--- config.mk ---
export PLATFORM = sky130hd
export DESIGN_NAME = sample_trace_unit
export DESIGN_NICKNAME = d
export VERILOG_FILES = /design/src/rtl/sample_trace_pkg.sv /design/src/rtl/sample_interval.sv /design/src/rtl/sample_event_count.sv /design/src/rtl/sample_record_writer.sv /design/src/rtl/sample_trace_unit.sv
export SDC_FILE = /design/constraint.sdc
export NUM_CORES = 1
export LEC_CHECK = 0
export ABC_CLOCK_PERIOD_IN_PS = 3800
export BUFFER_PORTS_ARGS = -buffer_cell sky130_fd_sc_hd__buf_4
export CAP_MARGIN = 20
export CORE_UTILIZATION = 50
export CTS_CLUSTER_DIAMETER = 40
export DETAILED_ROUTE_END_ITERATION = 7
export PLACE_DENSITY = 0.73
export SLEW_MARGIN = 20
export SYNTH_ARGS = -nofsm -noshare
export SYNTH_HDL_FRONTEND = slang
export SYNTH_HIERARCHICAL = 1
export SYNTH_SLANG_ARGS = --single-unit
export TNS_END_PERCENT = 10
--- constraint.sdc ---
create_clock -name clk -period 3.8 [get_ports clk]
set_input_delay 0.38 -clock clk [delete_from_list [all_inputs] [get_ports clk]]
set_output_delay 0.38 -clock clk [all_outputs]
set_load 0.1 [all_outputs]
--- src/rtl/sample_trace_pkg.sv ---
package sample_trace_pkg;
  localparam int WORD_W    = 64;
  localparam int REC_WORDS = 4;
  localparam int REC_BYTES = REC_WORDS * 8;
  localparam int SIZE_W    = 3;
  localparam int MIN_LOG2  = 12;
  localparam int OFF_W     = MIN_LOG2 + (1 << SIZE_W) - 1;
  localparam int LOAD_W    = 32;
  localparam int SEL_W     = 7;

  typedef struct packed {
    logic              enable;
    logic              trace;
    logic [WORD_W-1:0] base;
  } mode_t;

  typedef struct packed {
    logic [LOAD_W-1:0] load;
    logic [SEL_W-1:0]  sel1;
    logic [SEL_W-1:0]  sel2;
    logic [SIZE_W-1:0] size;
  } cfg_t;

  function automatic mode_t decode_mode(input logic [WORD_W-1:0] r);
    mode_t m;
    m.enable = r[63];
    m.trace  = r[62];
    m.base   = {8'h00, r[55:13], 13'h0000};
    return m;
  endfunction

  function automatic cfg_t decode_cfg(input logic [WORD_W-1:0] r);
    cfg_t c;
    c.load = r[61:30];
    c.sel1 = r[29:23];
    c.sel2 = r[22:16];
    c.size = r[15:13];
    return c;
  endfunction

  function automatic logic [OFF_W-1:0] buf_mask(input logic [SIZE_W-1:0] code);
    logic [OFF_W:0] full;
    full = (OFF_W+1)'(1) << (MIN_LOG2 + int'(code));
    return OFF_W'(full - 1'b1);
  endfunction

  function automatic logic [OFF_W-1:0] next_offset(input logic [OFF_W-1:0] off,
                                                   input logic [SIZE_W-1:0] code);
    return (off + OFF_W'(REC_BYTES)) & buf_mask(code);
  endfunction
endpackage

--- src/rtl/sample_interval.sv ---
module sample_interval #(
  parameter int CNT_W = 32
) (
  input  logic             clk,
  input  logic             rst_n,
  input  logic             start_i,
  input  logic             run_i,
  input  logic [CNT_W-1:0] load_i,
  output logic             expire_o
);
  logic [CNT_W-1:0] cnt_q;

  assign expire_o = run_i && (cnt_q == '0);

  always_ff @(posedge clk or negedge rst_n) begin
    if (!rst_n)        cnt_q <= '0;
    else if (start_i)  cnt_q <= load_i;
    else if (run_i) begin
      if (expire_o)    cnt_q <= load_i;
      else             cnt_q <= cnt_q - 1'b1;
    end
  end


  decrement_chk: assert property (@(posedge clk) disable iff (!rst_n)
    run_i && !expire_o |=> cnt_q == $past(cnt_q) - 1'b1);

  reload_chk: assert property (@(posedge clk) disable iff (!rst_n)
    expire_o |=> cnt_q == $past(load_i));
endmodule

--- src/rtl/sample_event_count.sv ---
module sample_event_count #(
  parameter int NUM_EV = 8,
  parameter int SEL_W  = 7,
  parameter int CNT_W  = 64
) (
  input  logic              clk,
  input  logic              rst_n,
  input  logic              clear_i,
  input  logic              run_i,
  input  logic [SEL_W-1:0]  sel_i,
  input  logic [NUM_EV-1:0] strobe_i,
  output logic [CNT_W-1:0]  count_o
);
  logic hit;

  always_comb begin
    hit = (sel_i == '0);
    for (int k = 1; k <= NUM_EV; k++)
      if (int'(sel_i) == k) hit = strobe_i[k-1];
  end

  always_ff @(posedge clk or negedge rst_n) begin
    if (!rst_n)              count_o <= '0;
    else if (clear_i)        count_o <= '0;
    else if (run_i && hit)   count_o <= count_o + 1'b1;
  end


  count_step_chk: assert property (@(posedge clk) disable iff (!rst_n)
    run_i && !clear_i |=> (count_o == $past(count_o)) || (count_o == $past(count_o) + 1'b1));
endmodule

--- src/rtl/sample_record_writer.sv ---
module sample_record_writer
  import sample_trace_pkg::*;
(
  input  logic              clk,
  input  logic              rst_n,
  input  logic              restart_i,
  input  logic              expire_i,
  input  logic              trace_i,
  input  logic [SIZE_W-1:0] size_i,
  input  logic [WORD_W-1:0] base_i,
  input  logic [WORD_W-1:0] pc_i,
  input  logic [WORD_W-1:0] cnt1_i,
  input  logic [WORD_W-1:0] cnt2_i,
  input  logic [WORD_W-1:0] stamp_i,
  output logic              mem_req_o,
  output logic [WORD_W-1:0] mem_addr_o,
  output logic [WORD_W-1:0] mem_wdata_o,
  input  logic              mem_ready_i
);
  localparam int IDX_W = $clog2(REC_WORDS);

  logic              busy_q;
  logic [IDX_W-1:0]  idx_q, last_q;
  logic [WORD_W-1:0] addr_q;
  logic [WORD_W-1:0] rec_q [REC_WORDS];
  logic [OFF_W-1:0]  off_q;
  logic [31:0]       lost_q;
  logic              lost_unused;

  // named internal events
  logic accept_ev, drop_ev, word_done_ev;
  assign accept_ev    = expire_i && !busy_q;
  assign drop_ev      = expire_i && busy_q;
  assign word_done_ev = busy_q && mem_ready_i;
  assign lost_unused  = ^lost_q;

  assign mem_req_o   = busy_q;
  assign mem_addr_o  = addr_q + (WORD_W'(idx_q) << 3);
  assign mem_wdata_o = rec_q[idx_q];

  always_ff @(posedge clk or negedge rst_n) begin
    if (!rst_n) begin
      busy_q <= 1'b0;
      idx_q  <= '0;
      last_q <= '0;
      addr_q <= '0;
      off_q  <= '0;
      lost_q <= '0;
      for (int i = 0; i < REC_WORDS; i++) rec_q[i] <= '0;
    end else begin
      if (restart_i) off_q <= '0;
      if (drop_ev)   lost_q <= lost_q + 1'b1;
      if (word_done_ev) begin
        if (idx_q == last_q) busy_q <= 1'b0;
        else                 idx_q  <= idx_q + 1'b1;
      end
      if (accept_ev) begin
        busy_q <= 1'b1;
        idx_q  <= '0;
        if (trace_i) begin
          last_q   <= IDX_W'(REC_WORDS - 1);
          addr_q   <= base_i + WORD_W'(off_q);
          rec_q[0] <= pc_i;
          rec_q[1] <= cnt1_i;
          rec_q[2] <= cnt2_i;
          rec_q[3] <= stamp_i;
          off_q    <= next_offset(off_q, size_i);
        end else begin
          last_q   <= IDX_W'(1);
          addr_q   <= base_i;
          rec_q[0] <= cnt1_i;
          rec_q[1] <= cnt2_i;
        end
      end
    end
  end


  hold_stable_chk: assert property (@(posedge clk) disable iff (!rst_n)
    mem_req_o && !mem_ready_i |=> mem_req_o && $stable(mem_addr_o) && $stable(mem_wdata_o));

  lost_inc_chk: assert property (@(posedge clk) disable iff (!rst_n)
    drop_ev |=> lost_q == $past(lost_q) + 1'b1);

  quiet_chk: assert property (@(posedge clk) disable iff (!rst_n)
    !expire_i && !busy_q |=> !mem_req_o);

  offset_bound_chk: assert property (@(posedge clk) disable iff (!rst_n)
    accept_ev && trace_i && !restart_i |=> off_q <= $past(buf_mask(size_i)));
endmodule

--- src/rtl/sample_trace_unit.sv ---
module sample_trace_unit
  import sample_trace_pkg::*;
#(
  parameter int NUM_EV = 8
) (
  input  logic              clk,
  input  logic              rst_n,
  input  logic [63:0]       mode_reg_i,
  input  logic [63:0]       trace_cfg_i,
  input  logic [NUM_EV-1:0] event_strobe_i,
  input  logic [63:0]       pc_i,
  output logic              mem_req_o,
  output logic [63:0]       mem_addr_o,
  output logic [63:0]       mem_wdata_o,
  input  logic              mem_ready_i
);
  mode_t md;
  cfg_t  cf;
  logic  active_q, start_ev, run_ev, expire_ev;
  logic [WORD_W-1:0] stamp_q;
  logic [WORD_W-1:0] counts [2];
  logic [SEL_W-1:0]  sels   [2];
  logic  cfg_unused;

  assign md = decode_mode(mode_reg_i);
  assign cf = decode_cfg(trace_cfg_i);
  assign cfg_unused = ^{mode_reg_i[61:56], mode_reg_i[12:0],
                        trace_cfg_i[63:62], trace_cfg_i[12:0]};

  assign start_ev = md.enable && !active_q;
  assign run_ev   = md.enable && active_q;
  assign sels[0]  = cf.sel1;
  assign sels[1]  = cf.sel2;

  always_ff @(posedge clk or negedge rst_n) begin
    if (!rst_n) begin
      active_q <= 1'b0;
      stamp_q  <= '0;
    end else begin
      active_q <= md.enable;
      stamp_q  <= stamp_q + 1'b1;
    end
  end

  sample_interval #(.CNT_W(LOAD_W)) u_interval (
    .clk(clk), .rst_n(rst_n), .start_i(start_ev), .run_i(run_ev),
    .load_i(cf.load), .expire_o(expire_ev)
  );

  for (genvar g = 0; g < 2; g++) begin : g_evcnt
    sample_event_count #(.NUM_EV(NUM_EV), .SEL_W(SEL_W), .CNT_W(WORD_W)) u_cnt (
      .clk(clk), .rst_n(rst_n), .clear_i(start_ev), .run_i(run_ev),
      .sel_i(sels[g]), .strobe_i(event_strobe_i), .count_o(counts[g])
    );
  end

  sample_record_writer u_writer (
    .clk(clk), .rst_n(rst_n), .restart_i(start_ev), .expire_i(expire_ev),
    .trace_i(md.trace), .size_i(cf.size), .base_i(md.base), .pc_i(pc_i),
    .cnt1_i(counts[0]), .cnt2_i(counts[1]), .stamp_i(stamp_q),
    .mem_req_o(mem_req_o), .mem_addr_o(mem_addr_o), .mem_wdata_o(mem_wdata_o),
    .mem_ready_i(mem_ready_i)
  );
endmodule

After elaboration in Yosys (flattened, before gate mapping)
Index checks and enable logic that the tools add are counted.
- bits of input ports: 203
- register bits: 569
- output and inout bits: 129
- logic and storage cells: 104
- bitwise gates (word level): 2
- multiplexer cells: 38
- add/subtract/negate cells: 10
- equal/unequal tests: 18
- $lt $le $gt $ge: 1
- reduce and logical (&&, ||, !) cells: 20
- shift-type cells: 1
- operators by type and width (cell ; number):
    64-bit two-way mux ; 7
    64-bit by 1-bit adder with 64-bit output (second input constant) ; 3
    64-bit binary-select mux with 2-bit select ; 1
    128-bit two-way mux ; 1
    32-bit two-way mux ; 3
    64-bit by 5-bit adder with 64-bit output ; 1
    56-bit by 19-bit adder with 57-bit output ; 1
    19-bit two-way mux ; 3
    7-bit by 4-bit equality test with 1-bit output (second input constant) ; 8
    32-bit logical NOT ; 1
    1-bit by 32-bit << shifter with 19-bit output (first input constant) ; 1
    32-bit by 1-bit subtractor with 32-bit output (second input constant) ; 1
    7-bit by 3-bit equality test with 1-bit output (second input constant) ; 4
    19-bit by 6-bit adder with 19-bit output (second input constant) ; 1
    19-bit bitwise AND ; 1
    1-bit two-way mux ; 19
    19-bit by 1-bit subtractor with 19-bit output (second input constant) ; 1
    7-bit by 2-bit equality test with 1-bit output (second input constant) ; 2
    7-bit by 5-bit equality test with 1-bit output (second input constant) ; 2
    7-bit logical NOT ; 2
    2-bit nonzero test ; 5
    2-bit two-way mux ; 4
    1-bit logical AND ; 7
    2-bit AND reduction ; 3
    other kinds (7) ; 8

Depth between registers and ports, before layout
- word-level depth: 12
- gate-level depth with buffers: 15
- gate-level depth less buffers: 11

Modules after synthesis
The synthesis kept the hierarchy.
- by module, submodules not included (module ; cells an instance ; area an instance (µm²) ; sequential area each (µm²) ; times used):
    sample_record_writer ; 2015 ; 18828.1 ; 8608.3 ; 1
    sample_event_count ; 407 ; 3779.9 ; 1601.5 ; 2
    sample_trace_unit ; 277 ; 3036.7 ; 1626.6 ; 1
    sample_interval ; 267 ; 2177.1 ; 800.8 ; 1

Worst setup path after synthesis
OpenSTA, ideal clock, no wires.
- path type: reg2out
- from: reg u_writer.idx_q[1]
- to: out mem_addr_o[35]
- setup slack: -0.303 ns
- data required time: 3.420 ns
- arrival: 3.723 ns
- cell stages (with the launch flop): 9
- path through: dfrtp_1 -> buf_1 -> inv_1 -> fa_1 -> and4bb_2 -> and2_1 -> and3_1 -> nand4_1 -> xnor2_1
- word-level cells in the longest chain between the ends: 1
- ends and longest elaborated chain (item ; line ; RTL):
    from (decl) ; sample_record_writer.sv:23 ; logic [IDX_W-1:0] idx_q, last_q;
    from (signal assigned) ; sample_record_writer.sv:55 ; else idx_q <= idx_q + 1'b1;
    64-bit by 5-bit adder with 64-bit output ; sample_record_writer.sv:38 ; assign mem_addr_o = addr_q + (WORD_W'(idx_q) << 3);
    to (decl) ; sample_trace_unit.sv:13 ; output logic [63:0] mem_addr_o,
No other way between the ends.

Worst setup path in the final report
- from: reg u_writer.idx_q[1]
- to: out mem_addr_o[42]
The elaborated chain is that of the path after synthesis.

==> metrics.md <==
| Metric | Value |
|---|---|
| Combined buffer and inverter count along the critical path | 2 |
| YS warnings | 6 |
| Average wire per standard cell | 19.5 um |
| Number of sinks on the clock net | 569 |
| Leading register cell type out of synthesis | dfrtp_1 |
| CTS H-tree lvls | 3 |
| Core utilization of the finished layout | 0.623 |
| Max FO, Critical Path | 5 |
| Grt peak-use layer | met2 |
| Worst hold margin | 0.0258 ns |
| Unrepaired setup endpoints after global routing | yes |
| Post-synth top area share | 0.451 |
| Initial DRT Pass Iterations | 6 |
| Number of flops mapped to enable cells by yosys | 0 |
| Post-Syn Instances | 3373 |
| Largest cells by area after synthesis | dfrtp_1, nand2_1, xnor2_1, mux2i_1, mux4_2 |
| Top Family by Delay on Critical Path | simple AND/OR/NAND/NOR gates |
| Site Rows | 91 |
| Floorplan die area | 64200 um2 |
| Number of antenna-violating nets in the routed design | 0 |
| Post-synthesis to final-layout area growth | 22.3% |
| Number of top-level design ports | 332 |
| Final weighted congestion in routability-driven placement | 0.927 |
| Slew at the pin closest to its max-slew limit | 0.933 ns |
| DRC errors left | 0 |
| Post-synthesis area per instance | 9.37 um2 |
| GRT Resource Usage Total | 0.284 |
| Maximum number of pins on one net before global-route repair | 162 |
| Worst-case headroom to the max-slew limit | 0.378 |
| Starting density of the core | 0.509 |
| Master cell of the clock root buffer | clkbuf_16 |
| Sum of overflow across all layers after global routing | 0 |
| Distinct cell type count after synthesis | 87 |
| Antenna diode instance count | 0 |
| Final hold violation count | 0 |
| Master of the slowest instance on the critical path | dfrtp_4 |
| Clock period minus final worst setup slack | 3.71 ns |
| Crit path required time | 3.42 ns |
| Worst setup skew after layout | 0.0339 ns |
| Die Y-Extent | 253 um |
| Cells traversed along the worst timing path | ha_1 > a21oi_1 > nor4bb_1 > buf_4 > and2_2 > nand3_2 > or3_4 > nor2_1 > xor2_1 > buf_6 |
| Synth top cells by count | nand2_1, dfrtp_1, nor2_1, o21ai_0, xnor2_1 |
| Post-detailed-route via-to-cell ratio | 5.78 |
| Delay contributed by the slowest stage of the critical path | 0.49 ns |
| TritonCTS buffer count | 95 |
| Critical path endpoint category | output pin |
| Final worst-path setup slack | 0.0868 ns |
| Run status | finished, final reports clean |
| Highest Clock Rate | 0.269 GHz |
| Routed wire length | 90600 um |
| Post-route design area | 38600 um2 |
| Met1 track utilization from global routing | 0.377 |
| Met3 global-route usage | 0.0509 |
| Asr flop ratio synth | 1.00 |
| DIE WIDTH | 253 um |
| Post-route total power | 16000 uW |
| Antenna violations before repair | 2 |
| Most common cell in the netlist | nand2_1 |
| Share of post-route cells with drive strength above 1 | 0.187 |
| Port Buffer Count | 297 |
| HPWL after detailed placement | 60900 um |
| Maximum number of buffers from clock root to sink | 3 |
| Netlist Area Pre-Place | 31600 um2 |
| Power density over the cells | 413 nW/um2 |
| Clock insertion delay at the later pin of the skew report | 0.65 ns |
| Final setup violation count | 0 |
| M2 GR Usage | 0.461 |
| Clock-pin transition on the worst setup and hold timing paths | 0.05 ns |
| Number of global-route vias before repair | 26260 |
| Share of synthesized area occupied by flip-flops and latches | 0.451 |
| Classification of the worst-slack hold path | input port to flip-flop |
| Fin nets | 3960 |
| Peak supply drop | 0.352 mV |
| Launching element type of the critical path | flip-flop |
| Leakage power summed over all cells | 0.0175 uW |
| TritonCTS clock tree | yes |
| Post-CTS setup-driven buffer insertion count | 0 |
| Critical path data arrival time | 3.33 ns |
| Overall via count from detail_route | 26854 |
| Worst Setup Slack post-DPL | 0.560 ns |
| Global-route wire length before repair | 144000 um |
| Dominant cell type by area after synthesis | dfrtp_1 |
| Number of DRC markers in iteration 0 | 2416 |
| Synthesis-stage register bit count | 569 |
| Max Cap Viol | 0 |
| Part of the cycle the worst path needs | 0.977 |
| Pins over their slew limit | 0 |
| CP Class | flip-flop to output pin |
| Standard cell area after detailed placement | 34900 um2 |
| Core box area | 62100 um2 |
## metrics by stage
stage | instances | setup TNS [ns]
finish | 4647 | 0
global route | 4647 | -0.267
CTS | 4647 | 0
detailed placement | 4441 | 0
global placement | 4441 | 0
floorplan | 3426 | -3.42
## layout by cell type, fill, tap and decap left out, types with 13 or more instances in the layout
master         count
nor4b_2           14
a31oi_1           13
mux4_2            64
nor3b_1           13
or3_1             17
nor3_2            20
clkbuf_16         95
nand2_1          750
clkinv_2          21
inv_1             46
and4_1            16
a21oi_1           54
buf_4            340
dfrtp_1          567
nand3_1          130
and3_1            27
o21ai_1           24
mux2i_1          145
xnor2_1          203
nor2_1           248
dlygate4sd3_1     28
and2_1            13
nor4_1            66
clkinvlp_4        13
conb_1            54
nor3_1           100
nor2b_1           22
nand4_1           89
o21ai_0          219
xor2_1            77
nor4_2            15
bufinv_16         13
ha_1              26
## report_power, final
group | switching, uW | internal [uW]
Combinational | 490 | 330
Sequential | 67.7 | 6120
Clock | 3230 | 5720
Total | 3790 | 12200
## tightest hold or removal path: stages
cell and delay, ns:
buf_4 0.07, nor2_1 0.05, a31oi_1 0.13
## worst paths after layout
kind,to,cells past startpoint,slack [ns],startpoint
setup reg to reg,u_writer/rec_q[211],10,0.68,u_interval/cnt_q[0]
min in group asynchronous,u_interval/cnt_q[0],2,0.37,rst_n
setup / recovery,mem_addr_o[42],10,0.09,u_writer/idx_q[1]
hold / removal,u_interval/cnt_q[9],3,0.03,trace_cfg_i[39]
hold reg to reg,stamp_q[63],1,0.47,stamp_q[63]
max in group asynchronous,u_writer/rec_q[60],3,2.26,rst_n
## layer usage
metal | part of all wire | routed length, um
met5 | 0.00030 | 27
met4 | 0.035 | 3130
met3 | 0.068 | 6150
met2 | 0.48 | 43300
met1 | 0.42 | 38000
## kinds of logic (layout without fill, tap and decap cells)
group / after synthesis / count (layout) / synth area share
and+or+nand+nor: 1634 / 1634 / 0.255
DFF: 569 / 569 / 0.451
AOI/OAI and AO/OA: 403 / 403 / 0.0744
xor gates and xnor gates: 284 / 284 / 0.0787
buffers and inverters: 229 / 613 / 0.0323
muxes: 225 / 225 / 0.0972
adders and majority gates: 28 / 28 / 0.0116
other: 1 / 54 / 0.000119
## repair_timing
action,CTS,global route
hold buffers,28,0
hold endpoints to repair,113,0
gates resized for setup,9,13
setup endpoints to repair,9,14
## layout make-up
class                      instances  area, um2
fill                            5150      23400
multi-input combinational       2628      16600
sequential                       569      14200
timing repair buffer             389       3170
clock buffer                     113       2540
tap                              837       1050
clock inverter                    65        821
inverter                          46        173
## registers in the layout, summed over array words and instances (netlist names), 2 cells and up
register and flops:
u_writer/idx_q 2, g_evcnt.u_cnt/count_o 128, u_interval/cnt_q 32, u_writer/rec_q 256, stamp_q 64, u_writer/off_q 19, u_writer/addr_q 64, u_writer/last_q 2
No activity file was read; power rests on OpenSTA's default activity.
